--- src/rtl/bp_pkg.sv ---
`timescale 1ns/1ps
package bp_pkg;
  typedef enum logic [1:0] {
    CTR_STRONG_NT = 2'd0,
    CTR_WEAK_NT   = 2'd1,
    CTR_WEAK_T    = 2'd2,
    CTR_STRONG_T  = 2'd3
  } ctr_e;

  function automatic ctr_e ctr_step(ctr_e cur, logic taken);
    ctr_e nxt;
    nxt = cur;
    if (taken && cur != CTR_STRONG_T) nxt = ctr_e'(cur + 2'd1);
    if (!taken && cur != CTR_STRONG_NT) nxt = ctr_e'(cur - 2'd1);
    return nxt;
  endfunction

  function automatic logic ctr_taken(ctr_e cur);
    return cur[1];
  endfunction
endpackage

--- src/rtl/bp_dir_table.sv ---
`timescale 1ns/1ps
module bp_dir_table #(
  parameter int IDX_W   = 6,
  parameter bit TWO_BIT = 1'b1
) (
  input  logic             clk_i,
  input  logic             rst_ni,
  input  logic [IDX_W-1:0] rd_idx_i,
  output logic             rd_taken_o,
  input  logic             wr_en_i,
  input  logic [IDX_W-1:0] wr_idx_i,
  input  logic             wr_taken_i
);
  import bp_pkg::*;
  localparam int Entries = 1 << IDX_W;

  if (TWO_BIT) begin : g_two_bit
    ctr_e ctr_q [Entries];

    always_ff @(posedge clk_i or negedge rst_ni) begin
      if (!rst_ni) begin
        for (int i = 0; i < Entries; i++) ctr_q[i] <= CTR_STRONG_NT;
      end else if (wr_en_i) begin
        ctr_q[wr_idx_i] <= ctr_step(ctr_q[wr_idx_i], wr_taken_i);
      end
    end

    assign rd_taken_o = ctr_taken(ctr_q[rd_idx_i]);
  end else begin : g_one_bit
    logic bit_q [Entries];

    // invert only on a wrong guess
    always_ff @(posedge clk_i or negedge rst_ni) begin
      if (!rst_ni) begin
        for (int i = 0; i < Entries; i++) bit_q[i] <= 1'b0;
      end else if (wr_en_i && (bit_q[wr_idx_i] != wr_taken_i)) begin
        bit_q[wr_idx_i] <= ~bit_q[wr_idx_i];
      end
    end

    assign rd_taken_o = bit_q[rd_idx_i];
  end
endmodule

--- src/rtl/bp_target_buf.sv ---
`timescale 1ns/1ps
module bp_target_buf #(
  parameter int PC_W  = 32,
  parameter int IDX_W = 6,
  parameter int TAG_W = 8
) (
  input  logic            clk_i,
  input  logic            rst_ni,
  input  logic [PC_W-1:0] rd_pc_i,
  output logic            hit_o,
  output logic [PC_W-1:0] target_o,
  input  logic            wr_en_i,
  input  logic [PC_W-1:0] wr_pc_i,
  input  logic [PC_W-1:0] wr_target_i
);
  localparam int Entries = 1 << IDX_W;
  localparam int TagLsb  = IDX_W + 2;

  logic             valid_q  [Entries];
  logic [TAG_W-1:0] tag_q    [Entries];
  logic [PC_W-1:0]  target_q [Entries];

  logic [IDX_W-1:0] rd_idx, wr_idx;
  logic [TAG_W-1:0] rd_tag, wr_tag;

  assign rd_idx = rd_pc_i[2 +: IDX_W];
  assign wr_idx = wr_pc_i[2 +: IDX_W];
  assign rd_tag = rd_pc_i[TagLsb +: TAG_W];
  assign wr_tag = wr_pc_i[TagLsb +: TAG_W];

  always_ff @(posedge clk_i or negedge rst_ni) begin
    if (!rst_ni) begin
      for (int i = 0; i < Entries; i++) valid_q[i] <= 1'b0;
    end else if (wr_en_i) begin
      valid_q[wr_idx] <= 1'b1;
    end
  end

  // payload needs no reset: guarded by valid
  always_ff @(posedge clk_i) begin
    if (wr_en_i) begin
      tag_q[wr_idx]    <= wr_tag;
      target_q[wr_idx] <= wr_target_i;
    end
  end

  assign hit_o    = valid_q[rd_idx] && (tag_q[rd_idx] == rd_tag);
  assign target_o = target_q[rd_idx];
endmodule

--- src/rtl/bp_resolve.sv ---
`timescale 1ns/1ps
module bp_resolve #(
  parameter int PC_W = 32
) (
  input  logic            upd_valid_i,
  input  logic [PC_W-1:0] upd_pc_i,
  input  logic            upd_taken_i,
  input  logic [PC_W-1:0] upd_target_i,
  input  logic            upd_pred_taken_i,
  input  logic [PC_W-1:0] upd_pred_target_i,
  output logic            mispredict_o,
  output logic [PC_W-1:0] restart_pc_o
);
  logic dir_wrong, tgt_wrong;

  assign dir_wrong    = upd_taken_i != upd_pred_taken_i;
  assign tgt_wrong    = upd_taken_i && (upd_pred_target_i != upd_target_i);
  assign mispredict_o = upd_valid_i && (dir_wrong || tgt_wrong);
  assign restart_pc_o = upd_taken_i ? upd_target_i : upd_pc_i + PC_W'(4);
endmodule

--- src/rtl/fetch_branch_predictor.sv ---
`timescale 1ns/1ps
module fetch_branch_predictor #(
  parameter int PC_W    = 32,
  parameter int IDX_W   = 6,
  parameter int TAG_W   = 8,
  parameter bit TWO_BIT = 1'b1
) (
  input  logic            clk_i,
  input  logic            rst_ni,
  input  logic [PC_W-1:0] lookup_pc_i,
  output logic            pred_taken_o,
  output logic [PC_W-1:0] pred_target_o,
  input  logic            upd_valid_i,
  input  logic [PC_W-1:0] upd_pc_i,
  input  logic            upd_taken_i,
  input  logic [PC_W-1:0] upd_target_i,
  input  logic            upd_pred_taken_i,
  input  logic [PC_W-1:0] upd_pred_target_i,
  output logic            mispredict_o,
  output logic [PC_W-1:0] restart_pc_o
);
  logic            dir_taken;
  logic            tgt_hit;
  logic [PC_W-1:0] tgt_pc;

  bp_dir_table #(.IDX_W(IDX_W), .TWO_BIT(TWO_BIT)) u_dir (
    .clk_i      (clk_i),
    .rst_ni     (rst_ni),
    .rd_idx_i   (lookup_pc_i[2 +: IDX_W]),
    .rd_taken_o (dir_taken),
    .wr_en_i    (upd_valid_i),
    .wr_idx_i   (upd_pc_i[2 +: IDX_W]),
    .wr_taken_i (upd_taken_i)
  );

  bp_target_buf #(.PC_W(PC_W), .IDX_W(IDX_W), .TAG_W(TAG_W)) u_tbuf (
    .clk_i       (clk_i),
    .rst_ni      (rst_ni),
    .rd_pc_i     (lookup_pc_i),
    .hit_o       (tgt_hit),
    .target_o    (tgt_pc),
    .wr_en_i     (upd_valid_i && upd_taken_i),
    .wr_pc_i     (upd_pc_i),
    .wr_target_i (upd_target_i)
  );

  bp_resolve #(.PC_W(PC_W)) u_res (
    .upd_valid_i       (upd_valid_i),
    .upd_pc_i          (upd_pc_i),
    .upd_taken_i       (upd_taken_i),
    .upd_target_i      (upd_target_i),
    .upd_pred_taken_i  (upd_pred_taken_i),
    .upd_pred_target_i (upd_pred_target_i),
    .mispredict_o      (mispredict_o),
    .restart_pc_o      (restart_pc_o)
  );

  // redirect needs both a taken guess and a usable target
  assign pred_taken_o  = dir_taken && tgt_hit;
  assign pred_target_o = pred_taken_o ? tgt_pc : lookup_pc_i + PC_W'(4);
endmodule

--- config.mk ---
export PLATFORM = sky130hd
export DESIGN_NAME = fetch_branch_predictor
export DESIGN_NICKNAME = d
export VERILOG_FILES = /design/src/rtl/bp_pkg.sv /design/src/rtl/bp_dir_table.sv /design/src/rtl/bp_target_buf.sv /design/src/rtl/bp_resolve.sv /design/src/rtl/fetch_branch_predictor.sv
export SDC_FILE = /design/constraint.sdc
export NUM_CORES = 2
export LEC_CHECK = 0
export BUFFER_PORTS_ARGS = -buffer_cell sky130_fd_sc_hd__buf_2
export CAP_MARGIN = 10
export CORE_MARGIN = 2
export CORE_UTILIZATION = 25
export CTS_CLUSTER_DIAMETER = 100
export DETAILED_ROUTE_END_ITERATION = 6
export SLEW_MARGIN = 20
export SYNTH_ARGS = -nofsm -noshare
export SYNTH_HDL_FRONTEND = slang
export SYNTH_HIERARCHICAL = 1
export SYNTH_SLANG_ARGS = --single-unit
--- constraint.sdc ---
create_clock -name clk_i -period 4.57 [get_ports clk_i]
set_input_delay 0.2285 -clock clk_i [delete_from_list [all_inputs] [get_ports clk_i]]
set_output_delay 0.2285 -clock clk_i [all_outputs]
set_load 0.02 [all_outputs]
Yosys cells after proc, flatten, opt, wreduce, memory -nomap -nowiden
Memories as Yosys holds them, arrays and structs flattened.
Cells that the tools add are included.
- add/sub/neg operators: 4
- magnitude comparators: 3
- equal/unequal tests: 4
- muxes and demuxes: 21
- bitwise operators: 3
- reductions and logical operators: 11
- operator list (operator ; number):
    $bwmux W128 ; 1
    $add A32 B3 Y32 const B ; 2
    $mux W32 ; 2
    $or A64 B64 Y64 ; 1
    $ne A32 B32 Y1 ; 1
    $bmux W2 S6 ; 2
    $mux W2 ; 8
    $ge A7 B7 Y1 const B ; 2
    $not A6 Y7 ; 2
    $demux W2 S6 ; 1
    $eq A8 B8 Y1 ; 1
    $logic_and A1 B1 Y1 ; 8
    $lt A7 B1 Y1 const B ; 1
    $bmux W1 S6 ; 1
    $demux W1 S6 ; 1
    $mux W1 ; 5
    $add A2 B1 Y2 const B ; 1
    $ne A2 B2 Y1 const B ; 1
    $reduce_bool A2 Y1 ; 1
    $sub A2 B1 Y2 const B ; 1
    $logic_not A1 Y1 ; 1
    $logic_or A1 B1 Y1 ; 1
    $ne A1 B1 Y1 ; 1
- register bits after elaboration: 192
- RAM bits: 2560
- bits of input ports: 133
- word-level logic and storage cells: 176
- memories kept: 2
- memories (name ; depth ; bits a word ; rd ports ; clocked after memory_dff ; write ports ; RTL line ; RTL):
    u_tbuf.target_q ; 64 ; 32 ; 1 ; 0 ; 1 ; bp_target_buf.sv:21 ; logic [PC_W-1:0] target_q [Entries];
    u_tbuf.tag_q ; 64 ; 8 ; 1 ; 0 ; 1 ; bp_target_buf.sv:20 ; logic [TAG_W-1:0] tag_q [Entries];

Longest topological paths before layout
- word-level depth: 10
- mapped depth: 17
- gate-level depth less buffers: 12

Cells and area by module
The synthesis kept the hierarchy.
- modules (own cells, without submodules) (module ; instances ; cells an instance ; area each (um2) ; seq. area each (um2)):
    bp_target_buf ; 1 ; 4076 ; 100299.9 ; 78475.3
    bp_dir_table ; 1 ; 697 ; 7279.5 ; 3203.1
    bp_resolve ; 1 ; 197 ; 1316.3 ; 0.0
    fetch_branch_predictor ; 1 ; 178 ; 1002.2 ; 0.0

Least setup slack after synthesis
No wires, ideal clock.
- kind: input port to output port
- start point: in lookup_pc_i[2]
- end point: out pred_target_o[21]
- data arrival time: 3.400 ns
- data required time: 4.342 ns
- path slack: 0.941 ns
- cell stages on the path: 16
- buffers on the path: 7
- cells stage by stage: buf_6 -> buf_6 -> buf_6 -> buf_2 -> buf_2 -> mux2_2 -> nand2_1 -> nand4_1 -> and3_1 -> o311ai_1 -> nor4_2 -> nand2_1 -> clkbuf_1 -> clkbuf_1 -> nor2_1 -> a31oi_1
- longest elaborated chain between the ends: 7
- elaborated cells between the ends (all ways): 14
- classes of those cells: add/sub: 1; eq/ne: 1; mux: 7; bitwise: 1; reduce/logical: 2; memory: 2
- ends and longest elaborated chain (element ; RTL line ; RTL):
    start: declaration ; fetch_branch_predictor.sv:10 ; input logic [PC_W-1:0] lookup_pc_i,
    branches (longest 4 deep; another with $mem_v2 Z64 W8) ; - ;
    $logic_and A1 B1 Y1 * ; bp_target_buf.sv:47 ; assign hit_o = valid_q[rd_idx] && (tag_q[rd_idx] == rd_tag);
    net tgt_hit ; fetch_branch_predictor.sv:23 ; logic tgt_hit;
    $logic_and A1 B1 Y1 * ; fetch_branch_predictor.sv:59 ; assign pred_taken_o = dir_taken && tgt_hit;
    $mux W32 * ; fetch_branch_predictor.sv:60 ; assign pred_target_o = pred_taken_o ? tgt_pc : lookup_pc_i + PC_W'(4);
    end: declaration ; fetch_branch_predictor.sv:12 ; output logic [PC_W-1:0] pred_target_o,
Mark *: on every way through the listed nets, which the timed path passes. The select of a mux whose other input is x is not followed.

Final worst setup path
- start point: mem u_tbuf.tag_q[11][3]
- end point: out pred_target_o[30]
- longest elaborated chain between the ends: 5
- ends and longest elaborated chain (element ; RTL line):
    start: declaration ; bp_target_buf.sv:20
    $mem_v2 Z64 W8 ; -
    $eq A8 B8 Y1 ; bp_target_buf.sv:47
    $logic_and A1 B1 Y1 ; bp_target_buf.sv:47
    net tgt_hit ; fetch_branch_predictor.sv:23
    $logic_and A1 B1 Y1 ; fetch_branch_predictor.sv:59
    $mux W32 ; fetch_branch_predictor.sv:60
The timed path passes the listed nets, and every way through them passes these cells.

==> impl_metrics.toml <==
[floorplanning]
start_util_pct = 25.10
dieWidth_um = 667.0
core-area_um2 = 437800
std_cell_rows = 243
num_io_pins = 199
die_area_um2 = 444900
die_h_um = 667.0

[route]
wl_mm = 352.5
antenna_left = 0
routed-via-count = 58600
firstDrtPassIters = 6
drc = 0
avgViaCountPerCell = 5.030
wire_per_inst_um = 30.26
drt-initial-drc-count = 8466

[worst_setup_path]
crit_buf_inv = 5
cp-end-kind = "primary output"
cp_max_fo = 5
cp_common_cell = "buf_12"
path_class = "reg2out"
slowest_delay_ps = 480
path_cells = "mux4_2 > a22o_1 > or3_4 > a2111oi_4 > buf_4 > a311o_1 > o311ai_2 > nor4_2 > nand2_2 > buf_12 > buf_12 > buf_16 > nor2_4 > a31oi_4 > buf_8"
cp.arrival_ps = 4390
crit_family = "compound AO/OA/AOI/OAI gates"
critPathLaunchType = "register"
crit_required_ps = 4340
crit_slowest_cell = "mux4_2"

[timing]
final-hold-violation-count = 0
finalSetupViolations = 3
slew_violations = 0
skew_ps = 42.27
setup_ws_ps = -45.40
rsz0062_at_grt = "true"
worst_pin_slew_ps = 1204
timing.setup.tns_ps = -65.51
relSlewSlack_pct = 19.56
layout_min_cycle_time_ps = 4615
period_share_pct = 101.0
whs_ps = 19.16
max_freq_mhz = 216.7

[layout]
nNetsFinal = 5812
instances_no_fill = 11650
n_fill_cell = 42140
final_area_um2 = 130000
syn2layout_area_growth_pct = 18.29
utilization_pct = 29.69
drive_above_1_share_pct = 33.85

[run_status]
status = "complete, but fails checks"
violations = "negative setup slack"

[placement]
dpl.cell_count = 11110
post-place-ws_ps = 22.59
io_buffers = 198
dp_hpwl_mm = 208.3
dpl_cell_area_um2 = 120300
place_congestion = 0.8579

[synth]
synth.most_common_cell = "edfxtp_1"
synth_enable_flop_cells = 2560
synthTopCellsByCount = "2,560 x edfxtp_1, 822 x mux4_2, 297 x nor2_1, 192 x dfrtp_1, 138 x nand2_1"
yosysWarningCount = 6
async_flop_share_pct = 6.977
syn_avg_cell_area_um2 = 21.35
ys_seq_area_share_pct = 74.32
synthFlopType = "edfxtp_1"
synth_area_um2 = 109900
syn_nets = 5285
synth_top_area_share_pct = 69.95
synthCells = 5148
yosys.area.top_type = "edfxtp_1"
synth.area.top_cells = "edfxtp_1 70%, mux4_2 17%, dfrtp_1 4.4%"
yosys_register_bits = 2752
ys_types = 84

[clocking]
cts_tree = "done"
clk_latency_ps = 840
numCtsBuffers = 281
h-tree-depth = 5
clockRootBuffer = "clkbuf_16"
cts.sinks = 2752
clock_path_buffers = 4
clk_pin_slew_ps = 60

[grt]
grt_overflow = 0
antenna_found_initial = 29
grt_pass1_wl_mm = 476.8
grt_max_degree = 138
track_usage_pct = 15.23
grt_pass1_vias = 57700

[hold_path]
hold_path.class = "in2reg"

[power]
leakage_nw = 40.72
total_power_mw = 54.45
peakVddDrop_mv = 0.2647
pwr_density_cell_nw_per_um2 = 418.8

[flow_run]
cap_violations = 0
registers in the layout, indices dropped and copies added, names as in the netlist:
name and count:
u_tbuf/target_q 2048, u_tbuf/valid_q 64, u_tbuf/tag_q 512, u_dir/g_two_bit.ctr_q 128
routing by layer:
layer | wire, µm | GRT usage [%] | vias up
met5 | 89 | 0 | -
met1 | 136000 | 20.16 | 31910
met3 | 33350 | 3.167 | 640
li1 | - | - | 22680
met2 | 165700 | 24.31 | 3348
met4 | 17360 | 6.387 | 14
kinds of logic after synthesis:
| family | count (synthesis) | synth area share (%) |
|---|---|---|
| multiplexers | 920 | 17.77 |
| buffers and inverters | 305 | 1.431 |
| XOR/XNOR | 80 | 0.6376 |
| AND/OR/NAND/NOR | 735 | 3.276 |
| flip-flops | 2752 | 74.32 |
| AO/OA/AOI/OAI | 352 | 2.518 |
| adder cells (fa/ha/maj) | 4 | 0.04554 |
cell usage in the layout (no fill, tap or decap), drive strengths merged, types with 13 or more instances in the layout:
cell type / instances
edfxtp: 2560
mux4: 822
buf: 503
clkbuf: 348
nor2: 297
dfrtp: 192
a31oi: 157
nand2: 138
clkinv: 118
mux2i: 73
or2: 69
o21ai: 50
xor2: 47
nand3: 44
xnor2: 33
nand4: 30
inv: 30
mux2: 25
nand2b: 22
dlygate4sd3: 21
nor2b: 21
a22oi: 19
nor3: 19
or4: 19
and3: 18
a21oi: 18
bufinv: 17
o22ai: 17
nor4: 15
o31ai: 14
a221o: 13
final timing paths:
check	end	slack, ps	cells after the start	start
max in group asynchronous	u_dir/g_two_bit.ctr_q[51]	3220	3	rst_ni
min reg2reg	u_tbuf/valid_q[42]	460	1	u_tbuf/valid_q[42]
max reg2reg	u_dir/g_two_bit.ctr_q[123]	1110	12	u_dir/g_two_bit.ctr_q[22]
min	u_tbuf/target_q[33][0]	20	2	upd_target_i[0]
max	pred_target_o[30]	-50	15	u_tbuf/tag_q[11][3]
min in group asynchronous	u_dir/g_two_bit.ctr_q[36]	60	2	rst_ni
power breakdown:
group	switching [mW]	internal, mW
clock network	9.62	12.7
registers	0.250	27.9
logic	2.38	1.60
repair_timing:
item | in CTS | in global routing
hold endpoints to repair | 256 | 2
cloned | 0 | 4
pin swaps | 0 | 6
gates resized for setup | 12 | 102
endpoints found under the setup margin | 23 | 27
hold buffers | 19 | 2
setup buffers | 0 | 11
area by class of cell:
class | instances | area (µm²) | share of cell area (%)
inverters | 21 | 100.1 | 0.07700
well taps | 5757 | 7203 | 5.541
clock inverters | 148 | 1252 | 0.9634
diodes | 8 | 20.02 | 0.01540
repair buffers | 528 | 4760 | 3.661
clock buffers | 344 | 7500 | 5.769
flip-flops and latches | 2752 | 81680 | 62.83
multi-input cells | 2091 | 27480 | 21.14
No activity file was read; power rests on OpenSTA's default activity.
